File: config.mk
export PLATFORM = sky130hd
export DESIGN_NAME = erase_queue_timer
export DESIGN_NICKNAME = d
export VERILOG_FILES = /design/src/rtl/erq_pkg.sv /design/src/rtl/erq_blk_decode.sv /design/src/rtl/erq_win_timer.sv /design/src/rtl/erq_mask_reg.sv /design/src/rtl/erase_queue_timer.sv
export SDC_FILE = /design/constraint.sdc
export NUM_CORES = 1
export LEC_CHECK = 0
export CAP_MARGIN = 20
export CORE_MARGIN = 5
export CORE_UTILIZATION = 56
export DETAILED_ROUTE_END_ITERATION = 7
export DONT_BUFFER_PORTS = 1
export PLACE_DENSITY = 0.74
export SLEW_MARGIN = 0
export SYNTH_ARGS = -nofsm -noshare
export SYNTH_HDL_FRONTEND = slang
export SYNTH_SLANG_ARGS = --single-unit
export TNS_END_PERCENT = 100
File: constraint.sdc
create_clock -name clk -period 0.8 [get_ports clk]
set_input_delay 0.16 -clock clk [delete_from_list [all_inputs] [get_ports clk]]
set_output_delay 0.16 -clock clk [all_outputs]
set_load 0.05 [all_outputs]
File: src/rtl/erq_pkg.sv
package erq_pkg;
  localparam int NUM_BLK   = 7;
  localparam int BLK_IDX_W = 5;
  localparam logic [7:0] CFM_CODE = 8'h30;
  typedef logic [NUM_BLK-1:0] blk_mask_t;
endpackage

File: src/rtl/erq_blk_decode.sv
module erq_blk_decode
  import erq_pkg::*;
#(
  parameter bit BOOT_TOP = 1'b1
) (
  input  logic [BLK_IDX_W-1:0] blk_addr,
  output blk_mask_t            blk_hot
);
  // blk_addr[4:0] are address bits 17..13
  generate
    if (BOOT_TOP) begin : g_top
      always_comb begin
        blk_hot = '0;
        unique case (blk_addr[4:3])
          2'b00: blk_hot[0] = 1'b1;
          2'b01: blk_hot[1] = 1'b1;
          2'b10: blk_hot[2] = 1'b1;
          default: begin
            if (!blk_addr[2])      blk_hot[3] = 1'b1;
            else if (blk_addr[1])  blk_hot[6] = 1'b1;
            else if (blk_addr[0])  blk_hot[5] = 1'b1;
            else                   blk_hot[4] = 1'b1;
          end
        endcase
      end
    end else begin : g_bottom
      always_comb begin
        blk_hot = '0;
        unique case (blk_addr[4:3])
          2'b01: blk_hot[4] = 1'b1;
          2'b10: blk_hot[5] = 1'b1;
          2'b11: blk_hot[6] = 1'b1;
          default: begin
            if (blk_addr[2])       blk_hot[3] = 1'b1;
            else if (!blk_addr[1]) blk_hot[0] = 1'b1;
            else if (blk_addr[0])  blk_hot[2] = 1'b1;
            else                   blk_hot[1] = 1'b1;
          end
        endcase
      end
    end
  endgenerate
endmodule

File: src/rtl/erq_win_timer.sv
module erq_win_timer #(
  parameter int WIN_CYCLES = 10000
) (
  input  logic clk,
  input  logic rst_n,
  input  logic load,
  input  logic abort,
  output logic open,
  output logic expire
);
  localparam int CW = (WIN_CYCLES > 2) ? $clog2(WIN_CYCLES) : 1;
  localparam logic [CW-1:0] CNT_TOP = CW'(WIN_CYCLES - 1);

  logic [CW-1:0] cnt_q, cnt_d;
  logic          open_d;
  logic          cnt_en;

  assign expire = open && !load && !abort && (cnt_q == '0);

  always_comb begin
    open_d = open;
    cnt_d  = cnt_q;
    cnt_en = 1'b0;
    if (abort) begin
      open_d = 1'b0;
    end else if (load) begin
      open_d = 1'b1;
      cnt_d  = CNT_TOP;
      cnt_en = 1'b1;
    end else if (open) begin
      if (cnt_q == '0) begin
        open_d = 1'b0;
      end else begin
        cnt_d  = cnt_q - 1'b1;
        cnt_en = 1'b1;
      end
    end
  end

  always_ff @(posedge clk or negedge rst_n) begin
    if (!rst_n) begin
      open  <= 1'b0;
      cnt_q <= '0;
    end else begin
      open <= open_d;
      if (cnt_en) cnt_q <= cnt_d;
    end
  end
endmodule

File: src/rtl/erq_mask_reg.sv
module erq_mask_reg
  import erq_pkg::*;
(
  input  logic      clk,
  input  logic      rst_n,
  input  logic      start,
  input  logic      add,
  input  logic      abort,
  input  logic      expire,
  input  blk_mask_t blk_hot,
  input  blk_mask_t lock,
  input  logic      override,
  output blk_mask_t mask,
  output logic      go,
  output logic      none_left
);
  blk_mask_t mask_d, kept;
  logic      mask_en, go_d, none_d;

  assign kept = mask & ~(override ? blk_mask_t'('0) : lock);

  always_comb begin
    mask_d  = mask;
    mask_en = 1'b0;
    go_d    = 1'b0;
    none_d  = 1'b0;
    if (start) begin
      mask_d  = blk_hot;
      mask_en = 1'b1;
    end else if (add) begin
      mask_d  = mask | blk_hot;
      mask_en = 1'b1;
    end else if (abort) begin
      mask_d  = '0;
      mask_en = 1'b1;
    end else if (expire) begin
      mask_d  = kept;
      mask_en = 1'b1;
      go_d    = |kept;
      none_d  = ~|kept;
    end
  end

  always_ff @(posedge clk or negedge rst_n) begin
    if (!rst_n) begin
      mask      <= '0;
      go        <= 1'b0;
      none_left <= 1'b0;
    end else begin
      if (mask_en) mask <= mask_d;
      go        <= go_d;
      none_left <= none_d;
    end
  end
endmodule

File: src/rtl/erase_queue_timer.sv
module erase_queue_timer
  import erq_pkg::*;
#(
  parameter int WIN_CYCLES = 10000,
  parameter bit BOOT_TOP   = 1'b1
) (
  input  logic                 clk,
  input  logic                 rst_n,
  input  logic                 wr_stb,
  input  logic [BLK_IDX_W-1:0] wr_blk_addr,
  input  logic [7:0]           wr_data,
  input  logic                 seq_done,
  input  logic [NUM_BLK-1:0]   blk_lock,
  input  logic                 unprot_override,
  output logic [NUM_BLK-1:0]   blk_sel,
  output logic                 erase_go,
  output logic                 win_open,
  output logic                 all_locked
);
  logic [1:0] rst_q;
  logic       rst_sync_n;

  always_ff @(posedge clk or negedge rst_n) begin
    if (!rst_n) rst_q <= 2'b00;
    else        rst_q <= {rst_q[0], 1'b1};
  end
  assign rst_sync_n = rst_q[1];

  blk_mask_t hot;
  logic      is_cfm, start, add, abort, expire;

  assign is_cfm = wr_stb && (wr_data == CFM_CODE);
  assign start  = is_cfm && seq_done && !win_open;
  assign add    = is_cfm && win_open;
  assign abort  = wr_stb && (wr_data != CFM_CODE) && win_open;

  erq_blk_decode #(.BOOT_TOP(BOOT_TOP)) dec_i (
    .blk_addr (wr_blk_addr),
    .blk_hot  (hot)
  );

  erq_win_timer #(.WIN_CYCLES(WIN_CYCLES)) tmr_i (
    .clk    (clk),
    .rst_n  (rst_sync_n),
    .load   (start || add),
    .abort  (abort),
    .open   (win_open),
    .expire (expire)
  );

  erq_mask_reg msk_i (
    .clk       (clk),
    .rst_n     (rst_sync_n),
    .start     (start),
    .add       (add),
    .abort     (abort),
    .expire    (expire),
    .blk_hot   (hot),
    .lock      (blk_lock),
    .override  (unprot_override),
    .mask      (blk_sel),
    .go        (erase_go),
    .none_left (all_locked)
  );
endmodule

==> PnR_summary.wiki, run 1 <==
{| class="wikitable"
! Metric !! Value
|-
| Run status || did not finish
|-
| Last stage || global routing
|-
| First logged error message || [ERROR DPL-0038] Utilization greater than 100%, impossible to legalize
|-
| Initial standard-cell utilization of the core || 60.0%
|-
| Area share of the largest cell type after synthesis || 43.0%
|-
| Syn Area/Cell || 9.34 µm²
|-
| Mapped cell area || 1510 µm²
|-
| Clock Root Buffer || sky130_fd_sc_hd__clkbuf_4
|-
| Routability-driven placement congestion ratio || 0.878
|-
| Gate count of the mapped netlist || 162
|-
| Row Count || 18
|-
| Leading area contributor after synthesis || sky130_fd_sc_hd__dfrtp_1
|-
| Clock Tree Buf Depth || 2
|-
| Synthesized-area fraction occupied by and/or/nand/nor cells || 33.7%
|-
| Number of placed instances, taps included || 240
|-
| Pin ending the worst setup path after global-route repair || tmr_i.cnt_q[10]$_DFFE_PN0P_/D
|-
| Top_reg_cell synth || sky130_fd_sc_hd__dfrtp_1
|-
| Sink Count || 26
|-
| Seq/Total Area, Yosys || 43.0%
|-
| Post-detail-place hpwl || 3410 µm
|-
| Die boundary height || 62.0 µm
|-
| Number of primary I/O pins || 35
|-
| Count of state elements after synthesis || 26
|-
| Count of unique library cells instantiated by Yosys || 45
|-
| Cell types occupying the most area after synthesis || sky130_fd_sc_hd__dfrtp_1 (43%), sky130_fd_sc_hd__nand3_1 (3.6%), sky130_fd_sc_hd__o21ai_0 (3.6%)
|-
| Largest net degree at the start of global routing || 25
|-
| Max H-tree Level || 1
|-
| Arithmetic-cell share of the synthesized area counting full adders, half adders and majority gates || 1.65%
|-
| Worst endpoint type || sequential cell input
|-
| Clock buffers created by TritonCTS || 3
|-
| Ys async rst share || 100%
|-
| Largest family of logic cells by synthesized area || simple AND/OR/NAND/NOR gates
|-
| Post-Synth XOR/XNOR Area || 0%
|-
| Compound-gate portion of the synthesized area || 14.8%
|-
| Post-detailed-placement cell area || 1990 µm²
|-
| Post-synth EDFFs || 0
|-
| Post-synth net total || 189
|-
| Share of synthesized area spent on multiplexers || 3.39%
|-
| Total number of yosys warnings || 0
|-
| IO Port Bufs || 0
|-
| Die Wd || 62.0 µm
|}
==> cells in the mapped netlist, types with 2 or more instances <==
| library cell | count |
|---|---|
| sky130_fd_sc_hd__mux2i_1 | 4 |
| sky130_fd_sc_hd__dfrtp_1 | 26 |
| sky130_fd_sc_hd__buf_2 | 2 |
| sky130_fd_sc_hd__o41ai_1 | 2 |
| sky130_fd_sc_hd__nand4_1 | 2 |
| sky130_fd_sc_hd__nor2b_1 | 3 |
| sky130_fd_sc_hd__or4_4 | 2 |
| sky130_fd_sc_hd__or4_1 | 6 |
| sky130_fd_sc_hd__clkbuf_1 | 2 |
| sky130_fd_sc_hd__nor2_1 | 7 |
| sky130_fd_sc_hd__nand3_1 | 11 |
| sky130_fd_sc_hd__o21ai_0 | 11 |
| sky130_fd_sc_hd__nand2_1 | 12 |
| sky130_fd_sc_hd__nor3_1 | 5 |
| sky130_fd_sc_hd__a21oi_1 | 8 |
| sky130_fd_sc_hd__o22ai_1 | 2 |
| sky130_fd_sc_hd__or3_2 | 2 |
| sky130_fd_sc_hd__nand4b_1 | 4 |
| sky130_fd_sc_hd__inv_1 | 8 |
| sky130_fd_sc_hd__o211ai_1 | 2 |
| sky130_fd_sc_hd__or3_1 | 4 |
| sky130_fd_sc_hd__nand2b_1 | 6 |
| sky130_fd_sc_hd__and2_1 | 2 |
| sky130_fd_sc_hd__ha_1 | 2 |
| sky130_fd_sc_hd__nor4_1 | 3 |
| sky130_fd_sc_hd__nor3b_1 | 3 |
| sky130_fd_sc_hd__o31ai_1 | 3 |
==> through the flow <==
step	setup TNS, ns	worst slack (ns)
4_1_cts	-24.73	-1.21
3_5_place_dp	-23.40	-1.21
3_3_place_gp	-22.15	-1.15
2_1_floorplan	-22.76	-1.18
==> timing repair <==
item                                   CTS
setup buffers                           10
setup endpoints to repair               34
gates resized for setup                 51
endpoints found under the hold margin    4
cloned                                   1
pin swaps                               18
hold buffers                             4
==> cells by family after synthesis <==
kind of cell	after synthesis
compound gates	35
fa+ha+maj	2
other cells	1
mux	5
flops	26
buf+inv	12
simple gates	81
==> run 2: changes to the inputs <==
--- a/config.mk
+++ b/config.mk
@@ -7,10 +7,10 @@
 export LEC_CHECK = 0
 export CAP_MARGIN = 20
 export CORE_MARGIN = 5
-export CORE_UTILIZATION = 56
+export CORE_UTILIZATION = 40
 export DETAILED_ROUTE_END_ITERATION = 7
 export DONT_BUFFER_PORTS = 1
-export PLACE_DENSITY = 0.74
+export PLACE_DENSITY_LB_ADDON = 0.15
 export SLEW_MARGIN = 0
 export SYNTH_ARGS = -nofsm -noshare
 export SYNTH_HDL_FRONTEND = slang
==> constraint.sdc (replaced) <==
create_clock -name clk -period 1.04 [get_ports clk]
set_input_delay 0.208 -clock clk [delete_from_list [all_inputs] [get_ports clk]]
set_output_delay 0.208 -clock clk [all_outputs]
set_load 0.05 [all_outputs]
==> PnR_summary.wiki, run 2 <==
{| class="wikitable"
! Metric !! Value
|-
| Switching power as a share of total power || 29.1%
|-
| Non-filler cells in the finished layout || 275
|-
| Area share of the largest cell type after synthesis || 43.0% (unchanged)
|-
| Peak VDD IR || 514 µV
|-
| Final critical-path setup slack || -0.986 ns
|-
| Seq/Total Area, Yosys || 43.0% (unchanged)
|-
| Worst path arrival time || 2.24 ns
|-
| Cell types occupying the most area after synthesis || sky130_fd_sc_hd__dfrtp_1 (43%), sky130_fd_sc_hd__nand3_1 (3.6%), sky130_fd_sc_hd__o21ai_0 (3.6%)
|-
| Row Count || 22 (+4)
|-
| Crit path capture type || flip-flop
|-
| Ratio of total power to cell area || 942 nW/µm²
|-
| Mapped cell area || 1510 µm² (unchanged)
|-
| Max H-tree Level || 1 (unchanged)
|-
| Gate count of the mapped netlist || 162 (unchanged)
|-
| Final setup violation count || 31
|-
| Largest registers || tmr_i.cnt_q: 14 flops, msk_i.mask: 7 flops, rst_q: 2 flops
|-
| Critical Path Slowest Stage Cell || sky130_fd_sc_hd__or4_4
|-
| Global-route wire length before repair || 7800 µm
|-
| Clock Root Buffer || sky130_fd_sc_hd__clkbuf_8
|-
| Die Wd || 71.5 µm (+15%)
|-
| Clock Tree Buf Depth || 2 (unchanged)
|-
| Setup TNS || -19.54 ns
|-
| Post-detail-place hpwl || 3170 µm (-7.0%)
|-
| Final count of hold timing violations || 0
|-
| Final routed wirelength across all metal layers || 4640 µm
|-
| Synth top cells by count || sky130_fd_sc_hd__dfrtp_1 (26), sky130_fd_sc_hd__nand2_1 (12), sky130_fd_sc_hd__nand3_1 (11), sky130_fd_sc_hd__o21ai_0 (11)
|-
| Utilization of the core after routing || 66.3%
|-
| Via count of the first global-routing pass || 1658
|-
| Routability-driven placement congestion ratio || 0.922 (+5.1%)
|-
| Minimum period implied by the final worst setup slack || 2.03 ns
|-
| Die boundary height || 71.5 µm (+15%)
|-
| Top delay family on crit path || simple AND/OR/NAND/NOR gates
|-
| IO Port Bufs || 0 (unchanged)
|-
| Sink Count || 26 (unchanged)
|-
| Max-cap viol count || 0
|-
| Total inserted antenna cells || 0
|-
| Number of placed instances, taps included || 260 (+8.3%)
|-
| Routed WL per cell || 16.9 µm
|-
| Post-synth net total || 189 (unchanged)
|-
| Number of iterations in the first detailed-routing pass || 4
|-
| Total number of vias || 1575
|-
| Post-detailed-route count of antenna-violating nets || 0
|-
| Buf+Inv Stages, Crit Path || 0
|-
| Post-Route Skew || 0.00119 ns
|-
| Commonest cells after routing, fill and taps aside || sky130_fd_sc_hd__buf_4 (39), sky130_fd_sc_hd__dfrtp_1 (22), sky130_fd_sc_hd__buf_6 (22), sky130_fd_sc_hd__nand2_1 (10), sky130_fd_sc_hd__nand3_1 (8)
|-
| Setup repair after global routing missed its margin || true
|-
| Post-synth EDFFs || 0 (unchanged)
|-
| Initial standard-cell utilization of the core || 41.3% (-19 points)
|-
| Count of routing violations after the opening detailed-route iteration || 59
|-
| Switching power total || 0.000665 W
|-
| Violations in the final reports || negative setup slack
|-
| Worst hold path class || primary input to flip-flop
|-
| Leading area contributor after synthesis || sky130_fd_sc_hd__dfrtp_1
|-
| Clock slew at the register clock pins of the worst setup and hold paths || 0.09 ns
|-
| Core box area || 3660 µm²
|-
| Count of unique library cells instantiated by Yosys || 45 (unchanged)
|-
| Required arrival time at the worst endpoint || 1.25 ns
|-
| Final worst hold slack || 0.0310 ns
|-
| CTS tree || yes
|-
| Overall die area || 5110 µm²
|-
| Clock Latency Late Sink || 0.27 ns
|-
| Sequential cell fraction of total power || 46.0%
|-
| Clock buffers created by TritonCTS || 3 (unchanged)
|-
| Area growth from synthesis to layout || 60.5%
|-
| Top_reg_cell synth || sky130_fd_sc_hd__dfrtp_1
|-
| Largest register by flop count || tmr_i.cnt_q
|-
| Critical Setup Path Class || flip-flop to flip-flop
|-
| Int Pwr || 0.00162 W
|-
| Residual overflow from global routing || 0
|-
| Number of primary I/O pins || 35 (unchanged)
|-
| Static power due to leakage || 1.12 nW
|-
| Leading cell type by number of instances after synthesis || sky130_fd_sc_hd__dfrtp_1
|-
| Count of state elements after synthesis || 26 (unchanged)
|-
| Max Clock Freq || 0.494 GHz
|-
| Gr usage total || 18.8%
|-
| Total number of yosys warnings || 0 (unchanged)
|-
| Ys async rst share || 100% (unchanged)
|-
| Run status || complete, but fails checks
|-
| Layout cell share with drive strength beyond 1 || 50.2%
|-
| Kind of start point of the critical path || flip-flop
|-
| Delay of the slowest critical-path stage || 0.54 ns
|-
| Largest net degree at the start of global routing || 25
|-
| Share of the clock period used by the worst path || 195%
|-
| Number of antenna violations at the first check in global routing || 0
|-
| Part of the total power dissipated in combinational logic || 27.6%
|-
| Clock network power share || 26.4%
|-
| Syn Area/Cell || 9.34 µm² (unchanged)
|-
| Number of flip-flops in the largest register || 14
|-
| Top fanout value on the critical path || 5
|-
| Total of fill cells in the finished design || 290
|-
| Cell chain of the critical path || or4_4 -> or4b_4 -> or4_1 -> nand3_1
|-
| Final Max Tran Viols || 0
|-
| Via/cell ratio || 5.73
|-
| Commonest non-fill, non-tap cell in the layout || sky130_fd_sc_hd__buf_4
|-
| Final Net Count || 255
|-
| Post-detailed-route DRC marker count || 0
|}
run 2: path summary, 6_finish.rpt:
| check | startpoint | end | slack [ns] | depth (start not counted) |
|---|---|---|---|---|
| max in group asynchronous | rst_q[1]$_DFF_PN0_ | tmr_i.open$_DFF_PN0_ | 0.54 | 1 |
| min | wr_blk_addr[4] | msk_i.mask[1]$_DFFE_PN0P_ | 0.03 | 1 |
| max | tmr_i.cnt_q[5]$_DFFE_PN0P_ | tmr_i.cnt_q[8]$_DFFE_PN0P_ | -0.99 | 4 |
| min reg2reg | rst_q[1]$_DFF_PN0_ | msk_i.go$_DFF_PN0_ | 0.24 | 1 |
| max reg2reg | tmr_i.cnt_q[5]$_DFFE_PN0P_ | tmr_i.cnt_q[8]$_DFFE_PN0P_ | -0.99 | 4 |
| min in group asynchronous | rst_n | rst_q[0]$_DFF_PN0_ | 0.15 | 1 |
run 2: per-layer routing:
layer / global-route usage [%] / up-vias / wire length [µm]
li1: - / 754 / -
met1: 24.8 / 768 / 2100
met2: 32.0 / 45 / 2270
met3: 2.24 / 8 / 189
met4: 5.85 / 0 / 74
met5: 0 / - / 0
run 2: metrics by stage:
stage	power, W	setup slack [ns]	cell area [µm²]
finish	0.00229	-0.986	2430
global route	0.00240	-1.06	2430
CTS	0.00222	-0.984	2320
detailed placement	0.00150	-0.979	1990
global placement	0.00149	-0.921	1990
floorplan	0.00130	-0.935	1560
run 2: cells by family after synthesis:
family                     after synthesis  share of synthesized area, %
AOI/OAI and AO/OA                       35                          14.8
muxes                                    5                          3.39
and+or+nand+nor                         81                          33.7
buffers and inverters                   12                          3.14
DFF                                     26                          43.0
adders and majority gates                2                          1.65
other                                    1                         0.248
run 2: cell type report:
class / count / area, µm² / area share [%]
tap: 48 / 60.1 / 2.47
sequential: 26 / 656 / 27.0
inverter: 8 / 30.0 / 1.24
multi-input combinational: 124 / 1040 / 42.9
timing repair buffer: 65 / 596 / 24.5
clock buffer: 4 / 45.0 / 1.86
run 2: power by group through the flow:
| stage | combinational, W | sequential [W] | clock, W |
|---|---|---|---|
| 6_report | 0.000630 | 0.00105 | 0.000603 |
| 5_1_grt | 0.000675 | 0.00106 | 0.000667 |
| 4_1_cts | 0.000547 | 0.00105 | 0.000617 |
| 3_5_place_dp | 0.000427 | 0.00107 | 0 |
| 3_3_place_gp | 0.000418 | 0.00107 | 0 |
| 2_1_floorplan | 0.000207 | 0.00109 | 0 |
run 2: timing repair:
action,4_1_cts,5_1_grt
pin swaps,20,12
gates resized for setup,54,18
setup endpoints to repair,33,34
endpoints found under the hold margin,2,0
buffers inserted,8,3
hold buffers,1,0
No activity file was read; power rests on OpenSTA's default activity.
